### config.mk
export PLATFORM = sky130hd
export DESIGN_NAME = cpu_irq_iface
export DESIGN_NICKNAME = d
export VERILOG_FILES = /design/src/rtl/cpu_irq_pkg.sv /design/src/rtl/cpu_irq_stack.sv /design/src/rtl/cpu_irq_gate.sv /design/src/rtl/cpu_irq_regs.sv /design/src/rtl/cpu_irq_iface.sv
export SDC_FILE = /design/constraint.sdc
export NUM_CORES = 1
export LEC_CHECK = 0
export ABC_AREA = 1
export BUFFER_PORTS_ARGS = -buffer_cell sky130_fd_sc_hd__buf_2
export CAP_MARGIN = 25
export CORE_ASPECT_RATIO = 1.75
export CORE_MARGIN = 2
export CORE_UTILIZATION = 53
export CTS_CLUSTER_SIZE = 25
export DETAILED_ROUTE_END_ITERATION = 10
export GPL_TIMING_DRIVEN = 0
export PLACE_DENSITY = 0.77
export SYNTH_ARGS = -nofsm -noshare
export SYNTH_HDL_FRONTEND = slang
export SYNTH_SLANG_ARGS = --single-unit
### constraint.sdc
create_clock -name clk -period 5.1 [get_ports clk]
set_clock_uncertainty 0.2 [all_clocks]
set_input_delay 0.765 -clock clk [delete_from_list [all_inputs] [get_ports clk]]
set_output_delay 0.765 -clock clk [all_outputs]
set_load 0.005 [all_outputs]
### src/rtl/cpu_irq_pkg.sv
// Shared definitions for the processor interrupt interface.
package cpu_irq_pkg;
    // Register select values seen on the processor register port.
    typedef enum logic [1:0] {
        SEL_MASK = 2'd0,
        SEL_ACK  = 2'd1,
        SEL_EOI  = 2'd2,
        SEL_STAT = 2'd3
    } reg_sel_e;
endpackage

### src/rtl/cpu_irq_stack.sv
// In-service stack: holds ID and priority of acknowledged interrupts.
// Assumes push and pop are never requested in the same cycle, and that
// the caller never pushes when full or pops when empty.
module cpu_irq_stack #(
    parameter int DEPTH  = 8,
    parameter int ID_W   = 10,
    parameter int PRIO_W = 8,
    parameter int CNT_W  = $clog2(DEPTH + 1)
) (
    input  logic              clk,
    input  logic              rst_n,
    input  logic              push,
    input  logic [ID_W-1:0]   push_id,
    input  logic [PRIO_W-1:0] push_prio,
    input  logic              pop,
    output logic [ID_W-1:0]   top_id,
    output logic [PRIO_W-1:0] top_prio,
    output logic [CNT_W-1:0]  cnt,
    output logic              empty,
    output logic              full
);
    localparam int IDX_W = (DEPTH > 1) ? $clog2(DEPTH) : 1;

    logic [ID_W-1:0]   id_mem [DEPTH];
    logic [PRIO_W-1:0] pr_mem [DEPTH];
    logic [CNT_W-1:0]  cnt_q;
    logic [IDX_W-1:0]  top_idx;

    // Write the entry just above the current top on push.
    always_ff @(posedge clk) begin
        if (!rst_n) begin
            for (int i = 0; i < DEPTH; i++) begin
                id_mem[i] <= '0;
                pr_mem[i] <= '0;
            end
        end else if (push && !full) begin
            for (int i = 0; i < DEPTH; i++) begin
                if (cnt_q == CNT_W'(i)) begin
                    id_mem[i] <= push_id;
                    pr_mem[i] <= push_prio;
                end
            end
        end
    end

    // Track how many entries are in service.
    always_ff @(posedge clk) begin
        if (!rst_n) begin
            cnt_q <= '0;
        end else if (push && !full) begin
            cnt_q <= cnt_q + CNT_W'(1);
        end else if (pop && !empty) begin
            cnt_q <= cnt_q - CNT_W'(1);
        end
    end

    // Expose the top entry and the fill flags.
    always_comb begin
        top_idx  = IDX_W'(cnt_q - CNT_W'(1));
        top_id   = id_mem[top_idx];
        top_prio = pr_mem[top_idx];
        empty    = (cnt_q == '0);
        full     = (cnt_q == CNT_W'(DEPTH));
        cnt      = cnt_q;
    end
endmodule

### src/rtl/cpu_irq_gate.sv
// Eligibility test: a candidate qualifies only if it is strictly more
// urgent (numerically lower) than both the mask and the running priority,
// is not active-and-pending, and the in-service stack has room.
module cpu_irq_gate #(
    parameter int PRIO_W = 8
) (
    input  logic              cand_valid,
    input  logic [PRIO_W-1:0] cand_prio,
    input  logic              cand_act_pend,
    input  logic [PRIO_W-1:0] mask,
    input  logic [PRIO_W-1:0] running,
    input  logic              full,
    output logic              eligible
);
    // Combine the threshold terms into one decision.
    always_comb begin
        eligible = cand_valid && !cand_act_pend && !full
                   && (cand_prio < mask) && (cand_prio < running);
    end
endmodule

### src/rtl/cpu_irq_regs.sv
// Register port decode: produces read data and the side-effect strobes.
// Assumes a read and a write in the same cycle carry no read side effect.
module cpu_irq_regs
    import cpu_irq_pkg::*;
#(
    parameter int ID_W   = 10,
    parameter int PRIO_W = 8,
    parameter int CNT_W  = 4,
    parameter int DATA_W = 32
) (
    input  logic              reg_wr,
    input  logic              reg_rd,
    input  logic [1:0]        reg_addr,
    input  logic [DATA_W-1:0] reg_wdata,
    input  logic              eligible,
    input  logic [ID_W-1:0]   cand_id,
    input  logic [ID_W-1:0]   top_id,
    input  logic              empty,
    input  logic [CNT_W-1:0]  cnt,
    input  logic [PRIO_W-1:0] running,
    input  logic [PRIO_W-1:0] mask,
    input  logic              err,
    output logic [DATA_W-1:0] reg_rdata,
    output logic              ack_fire,
    output logic              eoi_hit,
    output logic              eoi_miss,
    output logic              mask_we
);
    localparam logic [ID_W-1:0] SPUR_ID = '1;

    reg_sel_e          sel;
    logic              eoi_wr;
    logic [DATA_W-1:0] stat_word;

    // Decode strobes that change state.
    always_comb begin
        sel      = reg_sel_e'(reg_addr);
        ack_fire = reg_rd && !reg_wr && (sel == SEL_ACK) && eligible;
        eoi_wr   = reg_wr && (sel == SEL_EOI);
        eoi_hit  = eoi_wr && !empty && (reg_wdata[ID_W-1:0] == top_id);
        eoi_miss = eoi_wr && !eoi_hit;
        mask_we  = reg_wr && (sel == SEL_MASK);
    end

    // Assemble the status word.
    always_comb begin
        stat_word                    = '0;
        stat_word[PRIO_W-1:0]        = running;
        stat_word[PRIO_W +: CNT_W]   = cnt;
        stat_word[DATA_W-1]          = err;
    end

    // Select read data for the addressed register.
    always_comb begin
        unique case (sel)
            SEL_MASK: reg_rdata = DATA_W'(mask);
            SEL_ACK:  reg_rdata = eligible ? DATA_W'(cand_id) : DATA_W'(SPUR_ID);
            SEL_EOI:  reg_rdata = '0;
            SEL_STAT: reg_rdata = stat_word;
            default:  reg_rdata = '0;
        endcase
    end
endmodule

### src/rtl/cpu_irq_iface.sv
// Processor interrupt interface: masks the distributor's candidate against
// a priority mask and the running priority, raises the request line,
// serves acknowledge and end-of-service accesses, and reports both to the
// distributor as one-cycle pulses. Assumes one candidate per cycle.
module cpu_irq_iface
    import cpu_irq_pkg::*;
#(
    parameter int ID_W   = 10,
    parameter int PRIO_W = 8,
    parameter int DEPTH  = 8,
    parameter int DATA_W = 32
) (
    input  logic              clk,
    input  logic              rst_n,
    input  logic              cand_valid,
    input  logic [ID_W-1:0]   cand_id,
    input  logic [PRIO_W-1:0] cand_prio,
    input  logic              cand_act_pend,
    output logic              irq_req,
    output logic              ack_valid,
    output logic [ID_W-1:0]   ack_id,
    output logic              eoi_valid,
    output logic [ID_W-1:0]   eoi_id,
    input  logic              reg_wr,
    input  logic              reg_rd,
    input  logic [1:0]        reg_addr,
    input  logic [DATA_W-1:0] reg_wdata,
    output logic [DATA_W-1:0] reg_rdata
);
    localparam int CNT_W = $clog2(DEPTH + 1);
    localparam logic [PRIO_W-1:0] IDLE_PRIO = '1;

    logic [PRIO_W-1:0] mask_q;
    logic              err_q;
    logic              irq_q;
    logic              ack_v_q, eoi_v_q;
    logic [ID_W-1:0]   ack_id_q, eoi_id_q;
    logic [ID_W-1:0]   top_id;
    logic [PRIO_W-1:0] top_prio, running;
    logic [CNT_W-1:0]  cnt;
    logic              empty, full, eligible;
    logic              ack_fire, eoi_hit, eoi_miss, mask_we;

    cpu_irq_stack #(
        .DEPTH(DEPTH), .ID_W(ID_W), .PRIO_W(PRIO_W), .CNT_W(CNT_W)
    ) u_stack (
        .clk(clk), .rst_n(rst_n),
        .push(ack_fire), .push_id(cand_id), .push_prio(cand_prio),
        .pop(eoi_hit),
        .top_id(top_id), .top_prio(top_prio), .cnt(cnt),
        .empty(empty), .full(full)
    );

    // Running priority: top of stack, idle value when nothing is in service.
    always_comb running = empty ? IDLE_PRIO : top_prio;

    cpu_irq_gate #(.PRIO_W(PRIO_W)) u_gate (
        .cand_valid(cand_valid), .cand_prio(cand_prio),
        .cand_act_pend(cand_act_pend), .mask(mask_q),
        .running(running), .full(full), .eligible(eligible)
    );

    cpu_irq_regs #(
        .ID_W(ID_W), .PRIO_W(PRIO_W), .CNT_W(CNT_W), .DATA_W(DATA_W)
    ) u_regs (
        .reg_wr(reg_wr), .reg_rd(reg_rd), .reg_addr(reg_addr),
        .reg_wdata(reg_wdata), .eligible(eligible), .cand_id(cand_id),
        .top_id(top_id), .empty(empty), .cnt(cnt), .running(running),
        .mask(mask_q), .err(err_q), .reg_rdata(reg_rdata),
        .ack_fire(ack_fire), .eoi_hit(eoi_hit), .eoi_miss(eoi_miss),
        .mask_we(mask_we)
    );

    // Mask register and sticky ordering error.
    always_ff @(posedge clk) begin
        if (!rst_n) begin
            mask_q <= '0;
            err_q  <= 1'b0;
        end else begin
            if (mask_we)  mask_q <= reg_wdata[PRIO_W-1:0];
            if (eoi_miss) err_q  <= 1'b1;
        end
    end

    // Request line: drop at once when the candidate is being acknowledged.
    always_ff @(posedge clk) begin
        if (!rst_n) irq_q <= 1'b0;
        else        irq_q <= eligible && !ack_fire;
    end

    // Notification pulses to the distributor.
    always_ff @(posedge clk) begin
        if (!rst_n) begin
            ack_v_q  <= 1'b0;
            eoi_v_q  <= 1'b0;
            ack_id_q <= '0;
            eoi_id_q <= '0;
        end else begin
            ack_v_q <= ack_fire;
            eoi_v_q <= eoi_hit;
            if (ack_fire) ack_id_q <= cand_id;
            if (eoi_hit)  eoi_id_q <= top_id;
        end
    end

    assign irq_req   = irq_q;
    assign ack_valid = ack_v_q;
    assign ack_id    = ack_id_q;
    assign eoi_valid = eoi_v_q;
    assign eoi_id    = eoi_id_q;
endmodule

==> flow_metrics.env <==
export IMPL_setup_worst_path_end="reg_rdata[0]"
export IMPL_final_nets=1189
export IMPL_dr_first_iter_drc_count=685
export IMPL_die_width_um=103
export IMPL_htree_levels=4
export IMPL_n_antenna_cell=0
export IMPL_startpoint="u_stack.cnt[0]$_SDFFE_PN0P_"
export IMPL_cp_max_fo=26
export IMPL_worstPathArrival_ps=4010
export IMPL_p_comb_share_pct=8.0
export IMPL_finalHoldViolCount=0
export IMPL_ys_ff_latch=180
export IMPL_avgSynthCellArea_sq_um=9.06
export IMPL_reg2regPathDepth=21
export IMPL_rsz0062_at_grt="true"
export IMPL_slew_headroom_pct=41.9
export IMPL_ios=113
export IMPL_crit_type="reg2out"
export IMPL_worstSkewPairLatency_ps=440
export IMPL_max_freq_ghz=0.201
export IMPL_io_buffers=70
export IMPL_cp_depth=21
export IMPL_layout_drive_gt1_share_pct=18.0
export IMPL_drc=0
export IMPL_grt_total_usage_pct=31.3
export IMPL_grt_pass1_wl_um=41100
export IMPL_worstSetupEndpointType="output port"
export IMPL_antenna_found_initial=0
export IMPL_p_sw_mw=0.813
export IMPL_grt_max_degree=19
export IMPL_vias_per_cell=5.68
export IMPL_syn_inst=997
export IMPL_setup_tns_ps=0
export IMPL_fin_crit_sh_pct=97.6
export IMPL_cts_buffers=17
export IMPL_dieHeight_um=177
export IMPL_grt_pass1_vias=7388
export IMPL_ir_drop_mv=0.224
export IMPL_cts_hold_fix_buffers=0
export IMPL_pwr_density_cell_nw_per_um2=309
export IMPL_clkPwrFrac_pct=41.5
export IMPL_seq_area_frac_synth_pct=55.8
export IMPL_cpPeakStageDelay_ps=400
export IMPL_gp_congestion=1.00
export IMPL_core_area_sq_um=16800
export IMPL_cts_buffer_depth=2
export IMPL_worst_setup_path_start_kind="flip-flop"
export IMPL_final_area_sq_um=10600
export IMPL_worst_slack_ps=124
export IMPL_timing_rr_start="u_stack.cnt[0]$_SDFFE_PN0P_"
export IMPL_postRouteAntennaNets=0
export IMPL_p_int_mw=2.45
export IMPL_globalRouteOverflowTotal=0
export IMPL_synthesis_area_sq_um=9040
export IMPL_path_cells="buf_6, inv_6, ha_1, buf_6, clkbuf_16, buf_12, a21oi_1, a221o_1, nand3_2, inv_1, ha_1, inv_1, nand4_1, a31oi_1, o221ai_1, nor2_2, nand2_1, buf_6, o31ai_2, inv_1, buf_2"
export IMPL_wl_per_cell_um=20.4
export IMPL_tightest_slew_ps=870
export IMPL_maxCapViolCount=0
export IMPL_required_ps=4140
export IMPL_cp_top_family="buffers and inverters"
export IMPL_post_dp_hpwl_um=19600
export IMPL_crit_slowest_cell="a221o_1"
export IMPL_start_util_pct=53.8
export IMPL_num_rows=63
export IMPL_cts_root_buf="clkbuf_16"
export IMPL_rrSetupSlack_ps=210
export IMPL_setup_viol_count_final=0
export IMPL_areaGrowthSynthToFinish_pct=16.8
export IMPL_status="finished, final reports clean"
export IMPL_path_buf_inv=10
export IMPL_place_area_sq_um=9790
export IMPL_slew_violations=0
export IMPL_drtPass1Iterations=6
export IMPL_leakage_nw=4.66
export IMPL_fin_crit_ps=4980
export IMPL_synth_cell_type_count=43
export IMPL_hp_class="reg2reg"
export IMPL_synth_warnings=0
export IMPL_timing_rr_end="u_stack.id_mem[2][7]$_SDFFCE_PN0P_"
export IMPL_drt_wl_total_um=27600
export IMPL_power_share_sequential_pct=50.5
export IMPL_dieArea_sq_um=18200
export IMPL_clock_sink_count=180
export IMPL_cts_tree="done"
export IMPL_sw_frac_of_total_pct=24.9
export IMPL_vias=7680
export IMPL_path_clk_slew_ps=70
export IMPL_pre_cts_slack_ps=-1530
worst min path at each step:
stage / from / endpoint / slack, ps / depth (start not counted)
2_1_floorplan: err_q$_SDFFE_PN0P_ / err_q$_SDFFE_PN0P_ / 240 / 2
3_3_place_gp: err_q$_SDFFE_PN0P_ / err_q$_SDFFE_PN0P_ / 250 / 2
3_5_place_dp: ack_id[7]$_SDFFE_PN0P_ / ack_id[7]$_SDFFE_PN0P_ / 260 / 2
4_1_cts: ack_id[7]$_SDFFE_PN0P_ / ack_id[7]$_SDFFE_PN0P_ / 270 / 2
5_1_grt: ack_id[7]$_SDFFE_PN0P_ / ack_id[7]$_SDFFE_PN0P_ / 290 / 2
6_report: err_q$_SDFFE_PN0P_ / err_q$_SDFFE_PN0P_ / 270 / 2
cells in the mapped netlist:
library cell	n	area, sq um
nor2_1	190	713
nand3_2	3	30.0
clkbuf_1	12	45.0
nand3_1	58	290
and2_1	1	6.26
dfxtp_1	36	721
o221ai_1	1	8.76
a221oi_1	2	17.5
inv_1	94	353
conb_1	1	3.75
nand4_1	4	25.0
xor2_1	2	17.5
inv_2	3	11.3
o31ai_1	2	15.0
nor2_4	1	11.3
nand2_2	3	18.8
nand3_4	7	123
nor3_1	5	25.0
a21oi_1	64	320
nor2_2	2	12.5
buf_2	12	60.1
o21ai_0	45	225
inv_4	2	12.5
nand2_8	1	20.0
o211ai_1	1	7.51
a22oi_1	5	37.5
inv_6	1	8.76
buf_1	5	18.8
nand3b_1	3	22.5
clkinv_4	1	8.76
or3b_2	1	8.76
buf_6	9	101
o21ai_1	4	20.0
nor3_2	2	20.0
buf_4	26	195
a221o_1	12	120
nand2_4	1	11.3
nor4b_1	1	8.76
ha_1	19	238
a31oi_1	1	6.26
xnor2_1	1	8.76
edfxtp_1	144	4320
nand2_1	209	785
state kept, by name, summed over array words and instances (netlist names):
name and count:
u_stack.id_mem 80, u_stack.pr_mem 64, ack_id 10, eoi_id 10, mask_q 8, u_stack.cnt 4, ack_valid 1, eoi_valid 1
err_q 1, irq_req 1
power by group through the flow:
| stage | Combinational, mW | Clock (mW) | Sequential (mW) |
|---|---|---|---|
| after floorplan | 0.149 | 0 | 1.67 |
| after global placement | 0.239 | 0 | 1.68 |
| after detailed placement | 0.247 | 0 | 1.68 |
| after CTS | 0.254 | 1.35 | 1.65 |
| after global routing | 0.284 | 1.42 | 1.65 |
| final | 0.262 | 1.35 | 1.65 |
layout make-up:
class / instances / area [sq um]
Inverter: 101 / 402
Buffer: 61 / 469
Clock inverter: 14 / 171
Sequential cell: 180 / 5050
Clock buffer: 18 / 429
Timing Repair Buffer: 81 / 460
Multi-Input combinational cell: 670 / 3290
Fill cell: 1391 / 6240
Tap cell: 227 / 284
metrics by stage:
step / util (%) / total power [mW] / hold slack (ps) / instances
finish: 62.9 / 3.27 / 267 / 1352
floorplan: - / 1.82 / 236 / 1015
CTS: 62.6 / 3.26 / 266 / 1349
detailed placement: 58.3 / 1.93 / 255 / 1314
global route: 62.9 / 3.36 / 291 / 1352
global placement: 58.0 / 1.92 / 246 / 1312
worst min-delay path, stage by stage, from the launching register on:
cell and delay [ps]:
dfxtp_1 300, inv_1 60, a21oi_1 60
kinds of logic after synthesis:
kind of cell / after synthesis / synth area share [%]
simple gates: 492 / 23.6
flops: 180 / 55.8
buf+inv: 165 / 9.01
compound gates: 137 / 8.61
fa+ha+maj: 19 / 2.63
xor+xnor: 3 / 0.291
other cells: 1 / 0.0415
placed cells by master (no fill, tap or decap), drive strengths merged, types with 5 or more instances in the layout:
cell    instances
nand2         214
nor2          193
edfxtp        144
buf           131
inv           106
nand3          68
a21oi          64
o21ai          49
dfxtp          36
clkbuf         29
ha             19
conb           19
a221o          12
nor3            7
a22oi           5
per-layer routing:
layer	up-vias	routed length, um	global-route usage (%)
li1	3504	-	-
met1	3608	8930	33.0
met2	438	14100	52.9
met3	130	2050	6.00
met4	0	2510	25.1
met5	-	0	0
what timing repair did:
action,4_1_cts,5_1_grt
setup buffers,5,4
pin swaps,1,4
resized for setup,28,11
gates cloned,0,0
setup endpoints to repair,278,83
No activity file was read; power rests on OpenSTA's default activity.
